File: config.mk
export PLATFORM = sky130hd
export DESIGN_NAME = uart_cts_core
export DESIGN_NICKNAME = d
export VERILOG_FILES = /design/src/rtl/uart_cts_pkg.sv /design/src/rtl/uart_sync2.sv /design/src/rtl/uart_bit_timer.sv /design/src/rtl/uart_tx_fsm.sv /design/src/rtl/uart_rx_fsm.sv /design/src/rtl/uart_cts_core.sv
export SDC_FILE = /design/constraint.sdc
export NUM_CORES = 1
export LEC_CHECK = 0
export BUFFER_PORTS_ARGS = -buffer_cell sky130_fd_sc_hd__buf_2
export CAP_MARGIN = 25
export CORE_UTILIZATION = 55
export DETAILED_ROUTE_END_ITERATION = 12
export HOLD_SLACK_MARGIN = 0.05
export PLACE_DENSITY = 0.83
export SETUP_SLACK_MARGIN = 0.05
export SYNTH_ARGS = -nofsm -noshare
export SYNTH_HDL_FRONTEND = slang
export SYNTH_HIERARCHICAL = 1
export SYNTH_SLANG_ARGS = --single-unit
File: constraint.sdc
create_clock -name clk -period 5.5 [get_ports clk]
set_clock_uncertainty 0.2 [all_clocks]
set_input_delay 0.275 -clock clk [delete_from_list [all_inputs] [get_ports clk]]
set_output_delay 0.275 -clock clk [all_outputs]
set_load 0.03 [all_outputs]
File: src/rtl/uart_cts_pkg.sv
package uart_cts_pkg;

    typedef enum logic [1:0] {
        TX_IDLE  = 2'd0,
        TX_START = 2'd1,
        TX_DATA  = 2'd2,
        TX_STOP  = 2'd3
    } tx_state_e;

    typedef enum logic [1:0] {
        RX_IDLE  = 2'd0,
        RX_START = 2'd1,
        RX_DATA  = 2'd2,
        RX_STOP  = 2'd3
    } rx_state_e;

endpackage

File: src/rtl/uart_sync2.sv
module uart_sync2 #(
    parameter logic RESET_VAL = 1'b0
) (
    input  logic clk,
    input  logic rst_n,
    input  logic d,
    output logic q
);

    logic meta_q;
    logic sync_q;

    always_ff @(posedge clk) begin
        if (!rst_n) begin
            meta_q <= RESET_VAL;
            sync_q <= RESET_VAL;
        end else begin
            meta_q <= d;
            sync_q <= meta_q;
        end
    end

    assign q = sync_q;

endmodule

File: src/rtl/uart_bit_timer.sv
module uart_bit_timer #(
    parameter int CLKS_PER_BIT = 48
) (
    input  logic clk,
    input  logic rst_n,
    input  logic clear,
    input  logic half,
    output logic tick
);

    localparam int CW = (CLKS_PER_BIT > 1) ? $clog2(CLKS_PER_BIT) : 1;
    localparam logic [CW-1:0] END_V = CW'(CLKS_PER_BIT - 1);
    localparam logic [CW-1:0] MID_V = CW'(CLKS_PER_BIT / 2 - 1);

    logic [CW-1:0] cnt_q;
    logic          at_end;

    assign at_end = (cnt_q == END_V);

    // Wraps after exactly CLKS_PER_BIT counts: 0 .. CLKS_PER_BIT-1.
    always_ff @(posedge clk) begin
        if (!rst_n) begin
            cnt_q <= '0;
        end else if (clear || at_end) begin
            cnt_q <= '0;
        end else begin
            cnt_q <= cnt_q + 1'b1;
        end
    end

    assign tick = half ? (cnt_q == MID_V) : at_end;

endmodule

File: src/rtl/uart_tx_fsm.sv
module uart_tx_fsm
    import uart_cts_pkg::*;
#(
    parameter int DATA_BITS    = 8,
    parameter int STOP_BITS    = 1,
    parameter int CLKS_PER_BIT = 48
) (
    input  logic                 clk,
    input  logic                 rst_n,
    input  logic                 cts_ok,
    input  logic [DATA_BITS-1:0] tx_data,
    input  logic                 tx_valid,
    output logic                 tx_ready,
    output logic                 txd
);

    localparam int IDX_MAX = (DATA_BITS > STOP_BITS) ? DATA_BITS : STOP_BITS;
    localparam int BW      = $clog2(IDX_MAX + 1);
    localparam logic [BW-1:0] LAST_DATA = BW'(DATA_BITS - 1);
    localparam logic [BW-1:0] LAST_STOP = BW'(STOP_BITS - 1);

    tx_state_e            state_q, state_d;
    logic [DATA_BITS-1:0] shreg_q;
    logic [BW-1:0]        bit_q;
    logic                 tick;
    logic                 accept;

    uart_bit_timer #(.CLKS_PER_BIT(CLKS_PER_BIT)) u_timer (
        .clk   (clk),
        .rst_n (rst_n),
        .clear (state_q == TX_IDLE),
        .half  (1'b0),
        .tick  (tick)
    );

    assign accept = (state_q == TX_IDLE) && cts_ok && tx_valid;

    // next-state logic
    always_comb begin
        state_d = state_q;
        unique case (state_q)
            TX_IDLE:  if (accept)                        state_d = TX_START;
            TX_START: if (tick)                          state_d = TX_DATA;
            TX_DATA:  if (tick && (bit_q == LAST_DATA))  state_d = TX_STOP;
            TX_STOP:  if (tick && (bit_q == LAST_STOP))  state_d = TX_IDLE;
            default:                                     state_d = TX_IDLE;
        endcase
    end

    // state register
    always_ff @(posedge clk) begin
        if (!rst_n) state_q <= TX_IDLE;
        else        state_q <= state_d;
    end

    // shift register and bit index
    always_ff @(posedge clk) begin
        if (!rst_n) begin
            shreg_q <= '0;
            bit_q   <= '0;
        end else begin
            unique case (state_q)
                TX_IDLE: begin
                    bit_q <= '0;
                    if (accept) shreg_q <= tx_data;
                end
                TX_START: bit_q <= '0;
                TX_DATA: if (tick) begin
                    shreg_q <= shreg_q >> 1;
                    bit_q   <= (bit_q == LAST_DATA) ? '0 : bit_q + 1'b1;
                end
                TX_STOP: if (tick) bit_q <= bit_q + 1'b1;
                default: bit_q <= '0;
            endcase
        end
    end

    // outputs
    always_comb begin
        tx_ready = 1'b0;
        txd      = 1'b1;
        unique case (state_q)
            TX_IDLE:  tx_ready = cts_ok;
            TX_START: txd      = 1'b0;
            TX_DATA:  txd      = shreg_q[0];
            TX_STOP:  txd      = 1'b1;
            default:  txd      = 1'b1;
        endcase
    end


    tx_busy_after_accept_chk: assert property (@(posedge clk) disable iff (!rst_n)
        (tx_valid && tx_ready) |=> (!tx_ready && !txd));


    start_needs_cts_chk: assert property (@(posedge clk) disable iff (!rst_n)
        (state_q == TX_START && $past(state_q) == TX_IDLE) |-> $past(cts_ok));


    bit_level_hold_chk: assert property (@(posedge clk) disable iff (!rst_n)
        (state_q != TX_IDLE && !tick) |=> $stable(txd));

endmodule

File: src/rtl/uart_rx_fsm.sv
module uart_rx_fsm
    import uart_cts_pkg::*;
#(
    parameter int DATA_BITS    = 8,
    parameter int CLKS_PER_BIT = 48
) (
    input  logic                 clk,
    input  logic                 rst_n,
    input  logic                 rxs,
    input  logic                 rx_ack,
    output logic [DATA_BITS-1:0] rx_data,
    output logic                 rx_valid,
    output logic                 rx_frame_err,
    output logic                 cts_out
);

    localparam int BW = $clog2(DATA_BITS + 1);
    localparam logic [BW-1:0] LAST_DATA = BW'(DATA_BITS - 1);

    rx_state_e            state_q, state_d;
    logic [DATA_BITS-1:0] shreg_q;
    logic [DATA_BITS-1:0] data_q;
    logic [BW-1:0]        bit_q;
    logic                 prev_q;
    logic                 valid_q;
    logic                 err_q;
    logic                 held_q;
    logic                 tick;
    logic                 fall;
    logic                 deliver;

    assign fall    = prev_q && !rxs;
    assign deliver = (state_q == RX_STOP) && tick;

    uart_bit_timer #(.CLKS_PER_BIT(CLKS_PER_BIT)) u_timer (
        .clk   (clk),
        .rst_n (rst_n),
        .clear ((state_q == RX_IDLE) || ((state_q == RX_START) && tick)),
        .half  (state_q == RX_START),
        .tick  (tick)
    );

    // next-state logic
    always_comb begin
        state_d = state_q;
        unique case (state_q)
            RX_IDLE:  if (fall) state_d = RX_START;
            RX_START: if (tick) state_d = rxs ? RX_IDLE : RX_DATA;
            RX_DATA:  if (tick && (bit_q == LAST_DATA)) state_d = RX_STOP;
            RX_STOP:  if (tick) state_d = RX_IDLE;
            default:  state_d = RX_IDLE;
        endcase
    end

    // state register
    always_ff @(posedge clk) begin
        if (!rst_n) state_q <= RX_IDLE;
        else        state_q <= state_d;
    end

    // sampling datapath
    always_ff @(posedge clk) begin
        if (!rst_n) begin
            prev_q  <= 1'b0;
            shreg_q <= '0;
            bit_q   <= '0;
        end else begin
            prev_q <= rxs;
            if (state_q == RX_DATA && tick) begin
                shreg_q <= {rxs, shreg_q[DATA_BITS-1:1]};
                bit_q   <= (bit_q == LAST_DATA) ? '0 : bit_q + 1'b1;
            end else if (state_q == RX_IDLE) begin
                bit_q <= '0;
            end
        end
    end

    // delivery and hold
    always_ff @(posedge clk) begin
        if (!rst_n) begin
            data_q  <= '0;
            valid_q <= 1'b0;
            err_q   <= 1'b0;
            held_q  <= 1'b0;
        end else begin
            valid_q <= deliver;
            if (deliver) begin
                data_q <= shreg_q;
                err_q  <= !rxs;
                held_q <= 1'b1;
            end else if (rx_ack) begin
                held_q <= 1'b0;
            end
        end
    end

    // outputs
    always_comb begin
        rx_data      = data_q;
        rx_valid     = valid_q;
        rx_frame_err = err_q;
        cts_out      = !held_q;
    end


    rx_valid_pulse_chk: assert property (@(posedge clk) disable iff (!rst_n)
        rx_valid |=> !rx_valid);


    cts_low_on_delivery_chk: assert property (@(posedge clk) disable iff (!rst_n)
        rx_valid |-> !cts_out);


    frame_err_with_data_chk: assert property (@(posedge clk) disable iff (!rst_n)
        $rose(rx_frame_err) |-> rx_valid);


    start_from_edge_chk: assert property (@(posedge clk) disable iff (!rst_n)
        (state_q == RX_START && $past(state_q) == RX_IDLE) |-> !$past(rxs, 2) == 1'b0);

endmodule

File: src/rtl/uart_cts_core.sv
module uart_cts_core #(
    parameter int CLK_HZ    = 24_000_000,
    parameter int BAUD      = 500_000,
    parameter int DATA_BITS = 8,
    parameter int STOP_BITS = 1
) (
    input  logic                 clk,
    input  logic                 rst_n,
    input  logic [DATA_BITS-1:0] tx_data,
    input  logic                 tx_valid,
    output logic                 tx_ready,
    output logic                 txd,
    input  logic                 cts_in,
    input  logic                 rxd,
    output logic [DATA_BITS-1:0] rx_data,
    output logic                 rx_valid,
    output logic                 rx_frame_err,
    input  logic                 rx_ack,
    output logic                 cts_out
);

    localparam int CLKS_PER_BIT = CLK_HZ / BAUD;

    logic cts_ok;
    logic rxs;

    uart_sync2 #(.RESET_VAL(1'b0)) u_cts_sync (
        .clk   (clk),
        .rst_n (rst_n),
        .d     (cts_in),
        .q     (cts_ok)
    );

    uart_sync2 #(.RESET_VAL(1'b1)) u_rx_sync (
        .clk   (clk),
        .rst_n (rst_n),
        .d     (rxd),
        .q     (rxs)
    );

    uart_tx_fsm #(
        .DATA_BITS    (DATA_BITS),
        .STOP_BITS    (STOP_BITS),
        .CLKS_PER_BIT (CLKS_PER_BIT)
    ) u_tx (
        .clk      (clk),
        .rst_n    (rst_n),
        .cts_ok   (cts_ok),
        .tx_data  (tx_data),
        .tx_valid (tx_valid),
        .tx_ready (tx_ready),
        .txd      (txd)
    );

    uart_rx_fsm #(
        .DATA_BITS    (DATA_BITS),
        .CLKS_PER_BIT (CLKS_PER_BIT)
    ) u_rx (
        .clk          (clk),
        .rst_n        (rst_n),
        .rxs          (rxs),
        .rx_ack       (rx_ack),
        .rx_data      (rx_data),
        .rx_valid     (rx_valid),
        .rx_frame_err (rx_frame_err),
        .cts_out      (cts_out)
    );


    ready_needs_cts_chk: assert property (@(posedge clk) disable iff (!rst_n)
        tx_ready |-> cts_ok);

endmodule

==> impl_metrics.ini <==
[status]
status = complete, but fails checks
violations = DRC

[timing]
setup_viol = 0
period_share = 0.501
hold_violations = 0
whs_ns = 0.0694
fin_tns_setup_ns = 0
rsz0062_at_grt = no
fmax_mhz = 363
fin_crit_ns = 2.75
max_slew.worst_pin.slew_ns = 0.784
relSlewSlack = 0.478
finalMaxSlewViolations = 0

[place]
portBuffers = 26
dp_cells = 349
gp_congestion = 0.794
dp_hpwl_um = 2970

[finish]
instances_no_fill = 359
fill_cells = 380
diodes = 0
area_growth_pct = 8.34
final_util = 0.639
drive_gt1_frac = 0.156
layout.nets = 330

[cts]
cts.sink_count = 56
clkTransAtPathRegs_ns = 0.10
htree_levels = 2
cts_root_buf = clkbuf_8
cts_buffer_depth = 2
numCtsBuffers = 5
cts_tree = done
clkLatencyLatePin_ns = 0.31
cts_setup_buffers = 0

[critical_path]
critPathArrivalTime_ns = 2.76
startpoint_type = register
cp_max_fo = 21
end_kind = register
ff2ff_path_depth = 6
required_ns = 5.50
crit_type = reg2reg

[floorplanning]
rows = 24
core_um2 = 4470
initial_core_util = 0.590
io_pins = 27
die_area_um2 = 5080
die_w_um = 71.3
fp.dieH_um = 71.3

[hold_path]
hp-class = in2reg
min_path_cells = 3

[global_routing]
grt_pass1_vias = 1833
grt-ovfl-total = 0
grt_max_degree = 51
grt_usage = 0.187
antenna_found_initial = 0
grt_pass1_wl_um = 7670

[power_and_ir_drop]
clkPwrFrac = 0.269
cell_internal_pwr_mw = 0.592
leakage_nw = 1.18
netSwitchingPower_mw = 0.235
powerDensity_nw_per_um2 = 289
comb_power_share = 0.182
max-vdd-ir-drop_uv = 222
switching_share = 0.284
pwr-share-seq = 0.549
fin_total_pwr_mw = 0.827

[yosys]
synth_cells = 284
ys_warn_count = 6
ys_seq_elements = 56
synth.distinct_cells = 49
netlist_area_um2 = 2640
ys_seq_area_frac = 0.425
syn-mean-instance-area_um2 = 9.30

[detailed_routing]
drt_iter0_markers = 105
routedWlPerCell_um = 12.1
drt_pass1_iterations = 8
drt-total-wl_um = 4360
ant_nets = 0
vias_per_cell = 5.47
drc = 1
vias = 1962

[run]
cap_violations = 0
## stage by stage
step | setup slack, ns | cell area (um2)
floorplan | 3.33 | 2640
global route | 2.47 | 2860
finish | 2.75 | 2860
CTS | 2.79 | 2860
global placement | 2.89 | 2750
detailed placement | 2.80 | 2750
## layer usage
layer  GRT usage  vias up  part of all wire
met4      0.0667        0            0.0087
met3      0.0338        4             0.025
met5           0        -                 0
met1       0.223      914              0.47
met2       0.337       28              0.50
li1            -     1016                 -
## power groups by stage
| stage | combinational [mW] | sequential [mW] | clock (mW) |
|---|---|---|---|
| floorplan | 0.134 | 0.458 | 0 |
| detailed placement | 0.150 | 0.463 | 0 |
| finish | 0.151 | 0.454 | 0.222 |
| global placement | 0.146 | 0.462 | 0 |
| CTS | 0.152 | 0.454 | 0.232 |
| global route | 0.168 | 0.459 | 0.250 |
## kinds of logic after synthesis
group                    after synthesis  synth area share
other                                  1           0.00142
multiplexers                          13            0.0493
flip-flops                            56             0.425
adder cells (fa/ha/maj)               10            0.0474
AND/OR/NAND/NOR                      122             0.245
AO/OA/AOI/OAI                         51             0.158
XOR/XNOR                               8            0.0265
buffers and inverters                 23            0.0474
## worst max-delay path, cell delays in order (launching register included)
cell and delay, ns:
dfxtp_1 0.79, nor2b_1 0.13, nor3b_1 0.26, o211a_1 0.35
nor2b_1 0.59, a41o_1 0.26, o211ai_1 0.07
## registers in the layout, summed over array words and instances, names as in the netlist, 2 cells and up, named ones only
name,flops
u_tx/state_q,2
u_rx/rx_data,8
u_tx/bit_q,4
u_rx/u_timer/cnt_q,6
u_tx/shreg_q,8
u_rx/bit_q,4
u_tx/u_timer/cnt_q,6
u_rx/shreg_q,8
## repair_timing
item	4_1_cts	5_1_grt
gates resized for setup	0	0
hold buffers	2	0
endpoints found under the hold margin	2	0
## area by class of cell
type | count | area (um2) | area share
well taps | 52 | 65.1 | 0.0227
flip-flops and latches | 56 | 1120 | 0.392
multi-input cells | 206 | 1400 | 0.489
clock inverters | 3 | 23.8 | 0.00831
clock buffers | 5 | 68.8 | 0.0241
repair buffers | 28 | 150 | 0.0525
inverters | 9 | 33.8 | 0.0118
## path summary, 6_finish.rpt
path	start	end	slack (ns)
worst min-delay path	rx_ack	u_rx/held_q$_SDFFE_PN0P_	0.07
worst min register to register	u_rx_sync/meta_q$_SDFF_PN1_	u_rx_sync/q$_SDFF_PN1_	0.22
worst max register to register	register	u_rx/bit_q[3]$_SDFFE_PN0P_	2.75
worst max-delay path	register	u_rx/bit_q[3]$_SDFFE_PN0P_	2.75
## placed cells by master, fill, tap and decap left out, types with 2 or more instances in the layout
cell	count
dfxtp_1	56
nand2_1	47
buf_2	26
a21boi_1	18
nor2_1	17
mux2i_1	13
nand3_1	12
and2_1	10
ha_1	10
inv_1	9
o211a_1	9
xor2_1	8
nor2b_1	6
clkbuf_8	5
nand2b_1	4
nand3_2	3
nor3b_1	3
o21ai_0	3
or3_1	3
clkinvlp_4	2
dlygate4sd3_1	2
nand4_1	2
o21a_1	2
o21ai_1	2
nand3b_1	2
and3b_1	2
nand4b_1	2
nor4bb_1	2
and2b_2	2
o21ai_2	2
a21oi_2	2
a21oi_1	2
conb_1	2
## Yosys cell counts, drive strengths merged
cell,count,share of area
a21boi,19,0.054
a21oi,5,0.017
a2bb2oi,1,0.0033
a41o,1,0.0038
and2,10,0.024
and2b,2,0.0066
and3,1,0.0024
and3b,2,0.0066
buf,11,0.030
clkbuf,3,0.0043
conb,1,0.0014
dfxtp,56,0.42
ha,10,0.047
inv,9,0.013
mux2i,13,0.049
nand2,47,0.067
nand2b,4,0.0095
nand3,15,0.034
nand3b,3,0.010
nand4,2,0.0047
nand4b,2,0.0066
nand4bb,1,0.0043
nor2,17,0.024
nor2b,6,0.014
nor3b,4,0.013
nor4b,1,0.0033
nor4bb,2,0.0076
o2111ai,1,0.0033
o211a,9,0.034
o211ai,2,0.0076
o21a,2,0.0057
o21ai,7,0.016
o21bai,1,0.0043
o31a,1,0.0033
o31ai,1,0.0028
o32ai,1,0.0033
or3,3,0.0071
xor2,8,0.027
Power figures use the tool's default switching activity.
